--- config.mk ---
export PLATFORM = sky130hd
export DESIGN_NAME = xmem_cs_decode
export DESIGN_NICKNAME = d
export VERILOG_FILES = /design/src/rtl/xmem_cs_pkg.sv /design/src/rtl/xmem_cs_cfg.sv /design/src/rtl/xmem_bank_match.sv /design/src/rtl/xmem_pin_map.sv /design/src/rtl/xmem_cs_decode.sv
export SDC_FILE = /design/constraint.sdc
export NUM_CORES = 1
export LEC_CHECK = 0
export BUFFER_PORTS_ARGS = -buffer_cell sky130_fd_sc_hd__clkbuf_2
export CORE_MARGIN = 8
export CORE_UTILIZATION = 48
export CTS_CLUSTER_DIAMETER = 100
export DETAILED_ROUTE_END_ITERATION = 10
export MAX_ROUTING_LAYER = met4
export PLACE_DENSITY = 0.9
export SYNTH_ARGS = -nofsm -noshare
export SYNTH_HDL_FRONTEND = slang
export SYNTH_SLANG_ARGS = --single-unit
--- constraint.sdc ---
create_clock -name clk -period 3.3 [get_ports clk]
set_input_delay 0.66 -clock clk [delete_from_list [all_inputs] [get_ports clk]]
set_output_delay 0.66 -clock clk [all_outputs]
set_load 0.01 [all_outputs]
--- src/rtl/xmem_cs_pkg.sv ---
package xmem_cs_pkg;
   localparam int unsigned ADDR_W    = 22;
   localparam int unsigned NUM_CE    = 4;
   localparam int unsigned CODE_W    = 3;
   localparam int unsigned MIN_SHIFT = 15;

   localparam logic [CODE_W-1:0] SIZE_RST  = 3'b111;
   localparam logic [CODE_W-1:0] PINS_RST  = 3'b000;
   localparam logic [NUM_CE-1:0] MERGE_RST = '0;

   // log2 of the bank size for a size code
   function automatic int unsigned bank_shift(input logic [CODE_W-1:0] code);
      if (code[CODE_W-1])
         return MIN_SHIFT + 2 + int'(code[CODE_W-2:0]);
      return MIN_SHIFT;
   endfunction
endpackage

--- src/rtl/xmem_cs_cfg.sv ---
module xmem_cs_cfg
   import xmem_cs_pkg::*;
#(
   parameter int unsigned N_CE = NUM_CE,
   parameter int unsigned CW   = CODE_W
)(
   input  logic          clk,
   input  logic          rst_n,
   input  logic          size_we,
   input  logic [CW-1:0] size_wdata,
   input  logic          pins_we,
   input  logic [CW-1:0] pins_wdata,
   input  logic          merge_we,
   input  logic [N_CE-1:0] merge_wdata,
   output logic [CW-1:0] size_q,
   output logic [CW-1:0] pins_q,
   output logic [N_CE-1:0] merge_q
);
   initial begin
      assert (CW >= 2) else $error("code width too small");
   end

   always_ff @(posedge clk or negedge rst_n) begin
      if (!rst_n) begin
         size_q  <= SIZE_RST;
         pins_q  <= PINS_RST;
         merge_q <= MERGE_RST;
      end else begin
         if (size_we)  size_q  <= size_wdata;
         if (pins_we)  pins_q  <= pins_wdata;
         if (merge_we) merge_q <= merge_wdata;
      end
   end

   assert_size_load_R8: assert property (@(posedge clk) disable iff (!rst_n)
      size_we |=> size_q == $past(size_wdata));
   assert_merge_load_R8: assert property (@(posedge clk) disable iff (!rst_n)
      merge_we |=> merge_q == $past(merge_wdata));
   assert_pins_hold_R8: assert property (@(posedge clk) disable iff (!rst_n)
      !pins_we |=> $stable(pins_q));
endmodule

--- src/rtl/xmem_bank_match.sv ---
module xmem_bank_match
   import xmem_cs_pkg::*;
#(
   parameter int unsigned AW   = ADDR_W,
   parameter int unsigned N_CE = NUM_CE,
   parameter int unsigned CW   = CODE_W
)(
   input  logic [AW-1:0]   addr,
   input  logic [CW-1:0]   size_code,
   output logic [N_CE-1:0] hit
);
   localparam int unsigned MAX_SHIFT = MIN_SHIFT + 2 + (2**(CW-1)) - 1;

   initial begin
      assert (AW >= MAX_SHIFT + $clog2(N_CE))
         else $error("address too narrow for largest bank set");
   end

   logic [AW-1:0] bank_idx;
   assign bank_idx = addr >> bank_shift(size_code);

   for (genvar n = 0; n < N_CE; n++) begin : g_cmp
      assign hit[n] = (bank_idx == AW'(n));
   end
endmodule

--- src/rtl/xmem_pin_map.sv ---
module xmem_pin_map
   import xmem_cs_pkg::*;
#(
   parameter int unsigned N_CE = NUM_CE,
   parameter int unsigned CW   = CODE_W
)(
   input  logic [CW-1:0]   pins_code,
   output logic [N_CE-1:0] pin_is_ce
);
   initial begin
      assert (N_CE == 2**(CW-1)) else $error("pin count must match code range");
   end

   for (genvar n = 0; n < N_CE; n++) begin : g_pin
      assign pin_is_ce[n] = pins_code[CW-1] && (n <= int'(pins_code[CW-2:0]));
   end
endmodule

--- src/rtl/xmem_cs_decode.sv ---
module xmem_cs_decode
   import xmem_cs_pkg::*;
#(
   parameter int unsigned AW   = ADDR_W,
   parameter int unsigned N_CE = NUM_CE,
   parameter int unsigned CW   = CODE_W
)(
   input  logic          clk,
   input  logic          rst_n,
   input  logic [AW-1:0] addr,
   input  logic          acc_data,
   input  logic          rd_stb,
   input  logic          wr_stb,
   input  logic          cfg_size_we,
   input  logic [CW-1:0] cfg_size_wdata,
   input  logic          cfg_pins_we,
   input  logic [CW-1:0] cfg_pins_wdata,
   input  logic          cfg_merge_we,
   input  logic [N_CE-1:0] cfg_merge_wdata,
   output logic [N_CE-1:0] prog_ce_n,
   output logic [N_CE-1:0] data_ce_n,
   output logic [N_CE-1:0] data_pin_is_ce,
   output logic          psen_n,
   output logic          rd_n,
   output logic          wr_n
);
   logic [CW-1:0]   size_q, pins_q;
   logic [N_CE-1:0] merge_q, hit;
   logic [N_CE-1:0] prog_sel, data_sel;
   logic            merged_hit;

   xmem_cs_cfg #(.N_CE(N_CE), .CW(CW)) i_cfg (
      .clk(clk), .rst_n(rst_n),
      .size_we(cfg_size_we), .size_wdata(cfg_size_wdata),
      .pins_we(cfg_pins_we), .pins_wdata(cfg_pins_wdata),
      .merge_we(cfg_merge_we), .merge_wdata(cfg_merge_wdata),
      .size_q(size_q), .pins_q(pins_q), .merge_q(merge_q));

   xmem_bank_match #(.AW(AW), .N_CE(N_CE), .CW(CW)) i_match (
      .addr(addr), .size_code(size_q), .hit(hit));

   xmem_pin_map #(.N_CE(N_CE), .CW(CW)) i_pins (
      .pins_code(pins_q), .pin_is_ce(data_pin_is_ce));

   assign merged_hit = |(hit & merge_q);
   assign prog_sel   = acc_data ? (hit & merge_q) : hit;
   assign data_sel   = acc_data ? (hit & ~merge_q & data_pin_is_ce) : '0;

   always_ff @(posedge clk or negedge rst_n) begin
      if (!rst_n) begin
         prog_ce_n <= {{(N_CE-1){1'b1}}, 1'b0};
         data_ce_n <= '1;
         psen_n    <= 1'b1;
         rd_n      <= 1'b1;
         wr_n      <= 1'b1;
      end else begin
         prog_ce_n <= ~prog_sel;
         data_ce_n <= ~data_sel;
         psen_n    <= ~(rd_stb && (!acc_data || merged_hit));
         rd_n      <= ~(rd_stb && acc_data && !merged_hit);
         wr_n      <= ~(wr_stb && acc_data);
      end
   end

   assert_one_prog_R2: assert property (@(posedge clk) disable iff (!rst_n)
      $onehot0(~prog_ce_n));
   assert_no_overlap_R6: assert property (@(posedge clk) disable iff (!rst_n)
      ((~prog_ce_n) & (~data_ce_n)) == '0);
   assert_pin_gate_R5: assert property (@(posedge clk) disable iff (!rst_n)
      1'b1 |=> ((~data_ce_n) & ~$past(data_pin_is_ce)) == '0);
   assert_code_no_data_R5: assert property (@(posedge clk) disable iff (!rst_n)
      !acc_data |=> data_ce_n == '1);
   assert_one_read_R7: assert property (@(posedge clk) disable iff (!rst_n)
      !(psen_n == 1'b0 && rd_n == 1'b0));
   assert_write_src_R7: assert property (@(posedge clk) disable iff (!rst_n)
      !wr_n |-> $past(acc_data && wr_stb));
endmodule

==> impl_metrics.ini, run 1 <==
[run_status]
status = finished clean

[final_layout]
layout_commonest_cell = clkbuf_2
synthToLayoutAreaGrowth_pct = 21.6
diodes = 0
finish.utilization_pct = 60.8
n_fill_cell = 200
fin_nets = 173
drive_gt1_share_pct = 57.3
final_cell_mix = clkbuf_2 (39), dfstp_2 (13), mux2_2 (9)

[timing]
min_period_over_period_pct = 71.1
finalMaxSlewViolations = 0
hold_violations = 0
tightest_slew_ns = 0.477
setup_viol = 0
fin_crit_ns = 2.34
rsz0062_at_grt = no
tns_ns = 0
slew_headroom_pct = 68.2
max_freq_mhz = 426
skew_ns = 0.00136

[pwr]
leakagePower_nw = 0.589
p_sw_share_pct = 29.2
ir_drop_uv = 304
p_seq_share_pct = 54.0
power_density_mw_per_mm2 = 422
internal-power_mw = 0.395
p_comb_share_pct = 24.4
p_sw_mw = 0.162
power.share.clock_pct = 21.6

[synth]
ys.flop_type = dfstp_2
synth-edff-count = 0
synth_cell_types = 42
async_reset_ff_share_pct = 100
avgSynthCellArea_sq_um = 11.9
seq_area_frac_synth_pct = 49.9
ys_warn_count = 0
ys_ff_latch = 21
netlist_instances = 91
synth_nets = 132
synth.cell_area_sq_mm = 0.00108

[die]
num_rows = 17
start_util_pct = 50.0
core_area_sq_mm = 0.00217
io_pins = 55
die_area_sq_mm = 0.00404
die_h_um = 63.5
die_w_um = 63.5

[cts]
hold_buffers = 0
cts_max_level = 1
clk_latency_ns = 0.30
cts_resized = 0
clock_path_buffers = 2
clk_pin_slew_ns = 0.11
cts_setup_buffers = 0
ctsRootBufferMaster = clkbuf_4
cts.sinks = 21
cts_tree = built
cts_buffers = 3

[global_routing]
track_usage_pct = 12.0
grt_pass1_wl_mm = 3.87
grt_overflow = 0
grt_antenna_before_repair = 0
first_global_vias = 915
grt_max_degree = 22

[critical_path]
critical_path_class = reg2reg
r2r-start = i_cfg.size_q[0]
start_kind = flop
cp_max_fo = 12
reg2regPathDepth = 7
setup.worst_path.start = i_cfg.size_q[0]
cp.arrival_ns = 2.58
worstPathRequired_ns = 3.54
cp-end-kind = flop
reg2reg_slack_ns = 0.96
r2r-end = rd_n

[flow_run]
maxCapViolations = 0

[detailed_routing]
drc = 0
viasPerCell = 5.50
drtPass1Iterations = 5
antenna_left = 0
totalWireLength_mm = 2.32
vias = 875
wl_per_cell_um = 14.6
drtIter0Drc = 9

[min_path]
min_path_type = in2async

[placed_design]
hpwl_mm = 1.94
gp_congestion = 0.760
port_buffers = 39
[critical path, cell delays in order (launching register included)]
cell and delay, ns:
dfstp_2 0.69, ha_1 0.30, and4b_1 0.23, a22oi_2 0.20, o31a_2 0.22, o211ai_1 0.10
a221o_1 0.34, or2_1 0.21
[power by group through the flow]
stage	clock, mW	combinational [mW]	sequential, mW
finish	0.120	0.136	0.301
global route	0.135	0.148	0.304
CTS	0.126	0.137	0.301
detailed placement	0	0.136	0.305
global placement	0	0.131	0.303
floorplan	0	0.0951	0.299
[area by class of cell]
cell class	instances	area (sq um)	share of cell area, %
Timing Repair Buffer	39	195	14.8
Sequential cell	21	542	41.1
Tap cell	28	35.0	2.66
Multi-Input combinational cell	63	504	38.2
Clock inverter	1	5.00	0.380
Clock buffer	3	22.5	1.71
Inverter	4	15.0	1.14
[worst max path at each step]
stage / endpoint / slack [ns]
2_1_floorplan: rd_n / 1.30
6_report: rd_n / 0.96
3_3_place_gp: rd_n / 1.02
5_1_grt: rd_n / 0.83
3_5_place_dp: rd_n / 0.98
4_1_cts: rd_n / 0.96
[routing by layer]
layer	wire (um)	vias to the layer above	global-route usage, %
met3	165	6	4.95
met1	885	410	11.3
li1	-	423	-
met2	1230	36	21.3
met5	0	-	-
met4	44	0	4.74
[cells in the mapped netlist, drive strengths merged (3+ instances only)]
master,n,share of area (%)
dfrtp,8,18
mux2,9,9.3
inv,4,1.4
nor2,3,1.0
nand2,4,1.4
nand4b,3,2.4
buf,3,2.2
dfstp,13,31
and2,3,2.2
o21ai,7,3.2
mux2i,3,2.8
[stage by stage]
step / hold WS (ns) / cell area (sq um) / setup WS [ns] / power (mW) / std cells
2_1_floorplan: 0.364 / 1080 / 1.30 / 0.394 / 91
3_3_place_gp: 0.419 / 1290 / 1.02 / 0.434 / 155
3_5_place_dp: 0.435 / 1290 / 0.978 / 0.441 / 155
4_1_cts: 0.297 / 1320 / 0.960 / 0.563 / 159
5_1_grt: 0.312 / 1320 / 0.831 / 0.587 / 159
6_report: 0.294 / 1320 / 0.955 / 0.557 / 159
[logic make-up (layout without fill, tap and decap cells)]
| group | after synthesis | after routing | synth area share [%] |
|---|---|---|---|
| AO/OA/AOI/OAI | 23 | 23 | 17.2 |
| adder cells (fa/ha/maj) | 1 | 1 | 1.15 |
| buffers and inverters | 7 | 47 | 3.57 |
| flip-flops | 21 | 21 | 49.9 |
| multiplexers | 12 | 12 | 12.1 |
| AND/OR/NAND/NOR | 27 | 27 | 16.0 |
[flip-flops by register name, indices dropped and copies added, names as in the netlist]
name           cells
i_cfg.pins_q       3
psen_n             1
wr_n               1
prog_ce_n          4
i_cfg.merge_q      4
i_cfg.size_q       3
rd_n               1
data_ce_n          4
Power figures use the tool's default switching activity.
==> run 2, diff against run 1 <==
- ABC_AREA: default -> 1
- CORE_UTILIZATION: 48 -> 42
- PLACE_DENSITY: 0.9 -> 0.81
- clock period: 3.3 -> 2.08 ns (I/O delays scaled with it)
==> impl_metrics.ini, run 2 <==
[die]
die_area_sq_mm = 0.00491
die_h_um = 70.1
io_pins = 55
core_area_sq_mm = 0.00276
num_rows = 19
start_util_pct = 44.6
die_w_um = 70.1

[synth]
ys_warn_count = 0
yosysTopAreaCell = dfstp_2
async_reset_ff_share_pct = 100
seq_area_frac_synth_pct = 44.1
synth-edff-count = 0
synth_top_area_share_pct = 27.8
ys.flop_type = dfstp_2
ys_ff_latch = 21
avgSynthCellArea_sq_um = 8.08
synth_common_cells = nand2_1 (32), inv_1 (23), nand3_1 (16)
synth_area_leaders = dfstp_2 (28%), dfrtp_1 (16%), nand2_1 (9.8%), inv_1 (7.0%), nand3_1 (6.5%)
synth_nets = 193
netlist_instances = 152
synth_cell_types = 24
yosysMostFrequentCell = nand2_1
synth.cell_area_sq_mm = 0.00123

[timing]
min_period_over_period_pct = 89.4
tns_ns = 0
max_freq_mhz = 538
hold_violations = 0
tightest_slew_ns = 0.491
setup_viol = 0
skew_ns = 0.00339
finalMaxSlewViolations = 0
slew_headroom_pct = 67.3
rsz0062_at_grt = no
fin_crit_ns = 1.86
setup_ws_ns = 0.220

[cts]
cts_setup_buffers = 0
cts_resized = 0
cts_tree = built
cts_buffers = 3
clock_path_buffers = 2
cts_max_level = 1
ctsRootBufferMaster = clkbuf_4
cts.sinks = 21
clk_pin_slew_ns = 0.11
hold_buffers = 0
clk_latency_ns = 0.31

[global_routing]
grt_max_degree = 22
grt_antenna_before_repair = 0
track_usage_pct = 10.6
grt_overflow = 0
first_global_vias = 1077
grt_pass1_wl_mm = 4.32

[final_layout]
multi_input_area_sq_um = 552
drive_gt1_share_pct = 43.0
finish.utilization_pct = 53.1
synthToLayoutAreaGrowth_pct = 19.1
final_cell_mix = clkbuf_2 (39), nand2_1 (32), inv_1 (22)
diodes = 0
regArea_sq_um = 542
largest_registers = data_ce_n x4, i_cfg.merge_q x4, prog_ce_n x4
layout_commonest_cell = clkbuf_2
fin_nets = 235
n_fill_cell = 302

[critical_path]
start_kind = flop
cp-end-kind = flop
cp.arrival_ns = 2.11
reg2regPathDepth = 13
worstPathRequired_ns = 2.33
cp_max_fo = 5
critical_path_class = reg2reg

[pwr]
leakagePower_nw = 0.785
fin_total_pwr_mw = 0.910
ir_drop_uv = 504
power_density_mw_per_mm2 = 621

[placed_design]
dp_slack_ns = 0.186
gp_congestion = 0.831
port_buffers = 39
hpwl_mm = 2.16

[detailed_routing]
drtPass1Iterations = 4
antenna_left = 0
vias = 1081
wl_per_cell_um = 11.2
drtIter0Drc = 38
drc = 0
totalWireLength_mm = 2.52
viasPerCell = 4.83

[run_status]
status = finished clean

[flow_run]
maxCapViolations = 0

[min_path]
min_path_type = in2async
## run 2: cell count changes after synthesis, sizes merged, moves of 3 or more
cell    before  now
and2         3    0
inv          4   27
mux2         9    2
mux2i        3    0
nand2        4   42
nand3        2   17
nand4        1    6
nand4b       3    0
nor2         3   16
o21ai        7   12
## run 2: metal layers
| metal | part of all wire [%] | GRT usage (%) |
|---|---|---|
| met1 | 43 | 11.0 |
| met2 | 50 | 18.1 |
| met3 | 5.0 | 2.68 |
| met4 | 2.3 | 5.80 |
| met5 | 0 | - |
## run 2: worst paths after layout
path                                       start               end  slack (ns)
min in group clk                          wr_stb              wr_n        0.21
worst max-delay path             i_cfg.size_q[0]            psen_n        0.22
worst min register to register  i_cfg.merge_q[1]      prog_ce_n[1]        0.42
worst min-delay path                       rst_n  i_cfg.merge_q[0]        0.04
worst max register to register   i_cfg.size_q[0]            psen_n        0.22
max in group asynchronous                  rst_n            psen_n        1.68
## run 2: stage by stage
step	cells	hold WS, ns	area, sq um
2_1_floorplan	152	0.120	1230
3_3_place_gp	220	0.393	1440
3_5_place_dp	220	0.398	1440
4_1_cts	224	0.0510	1460
5_1_grt	224	0.0703	1460
6_report	224	0.0440	1460
## run 2: cells by family after synthesis
kind of cell,after synthesis,synth area share [%]
buf+inv,30,11.0
fa+ha+maj,1,1.02
flops,21,44.1
simple gates,81,34.2
mux,2,1.83
compound gates,17,7.84
## run 2: critical path: stages, from the launching register on
cell	delay, ns
dfstp_2	0.55
ha_1	0.24
inv_2	0.11
nand2_1	0.11
nor2_1	0.15
a21boi_2	0.07
nand2_2	0.11
inv_2	0.05
nor2_2	0.08
nand3_2	0.08
nor2_2	0.10
nor2_2	0.05
nand2_1	0.05
nand2_1	0.04
## run 2: final cells by class
cell class / count / share of cell area (%)
Multi-Input combinational cell: 101 / 37.7
Tap cell: 31 / 2.65
Timing Repair Buffer: 40 / 13.8
Clock inverter: 1 / 0.342
Sequential cell: 21 / 37.0
Clock buffer: 3 / 1.54
Inverter: 27 / 6.92
## run 2: report_power, final
part	leakage, nW	internal, mW	switching (mW)	total, mW
Clock	0.0177	0.0720	0.123	0.195
Sequential	0.231	0.446	0.0194	0.465
Combinational	0.537	0.0927	0.157	0.249
Total	0.785	0.610	0.299	0.910
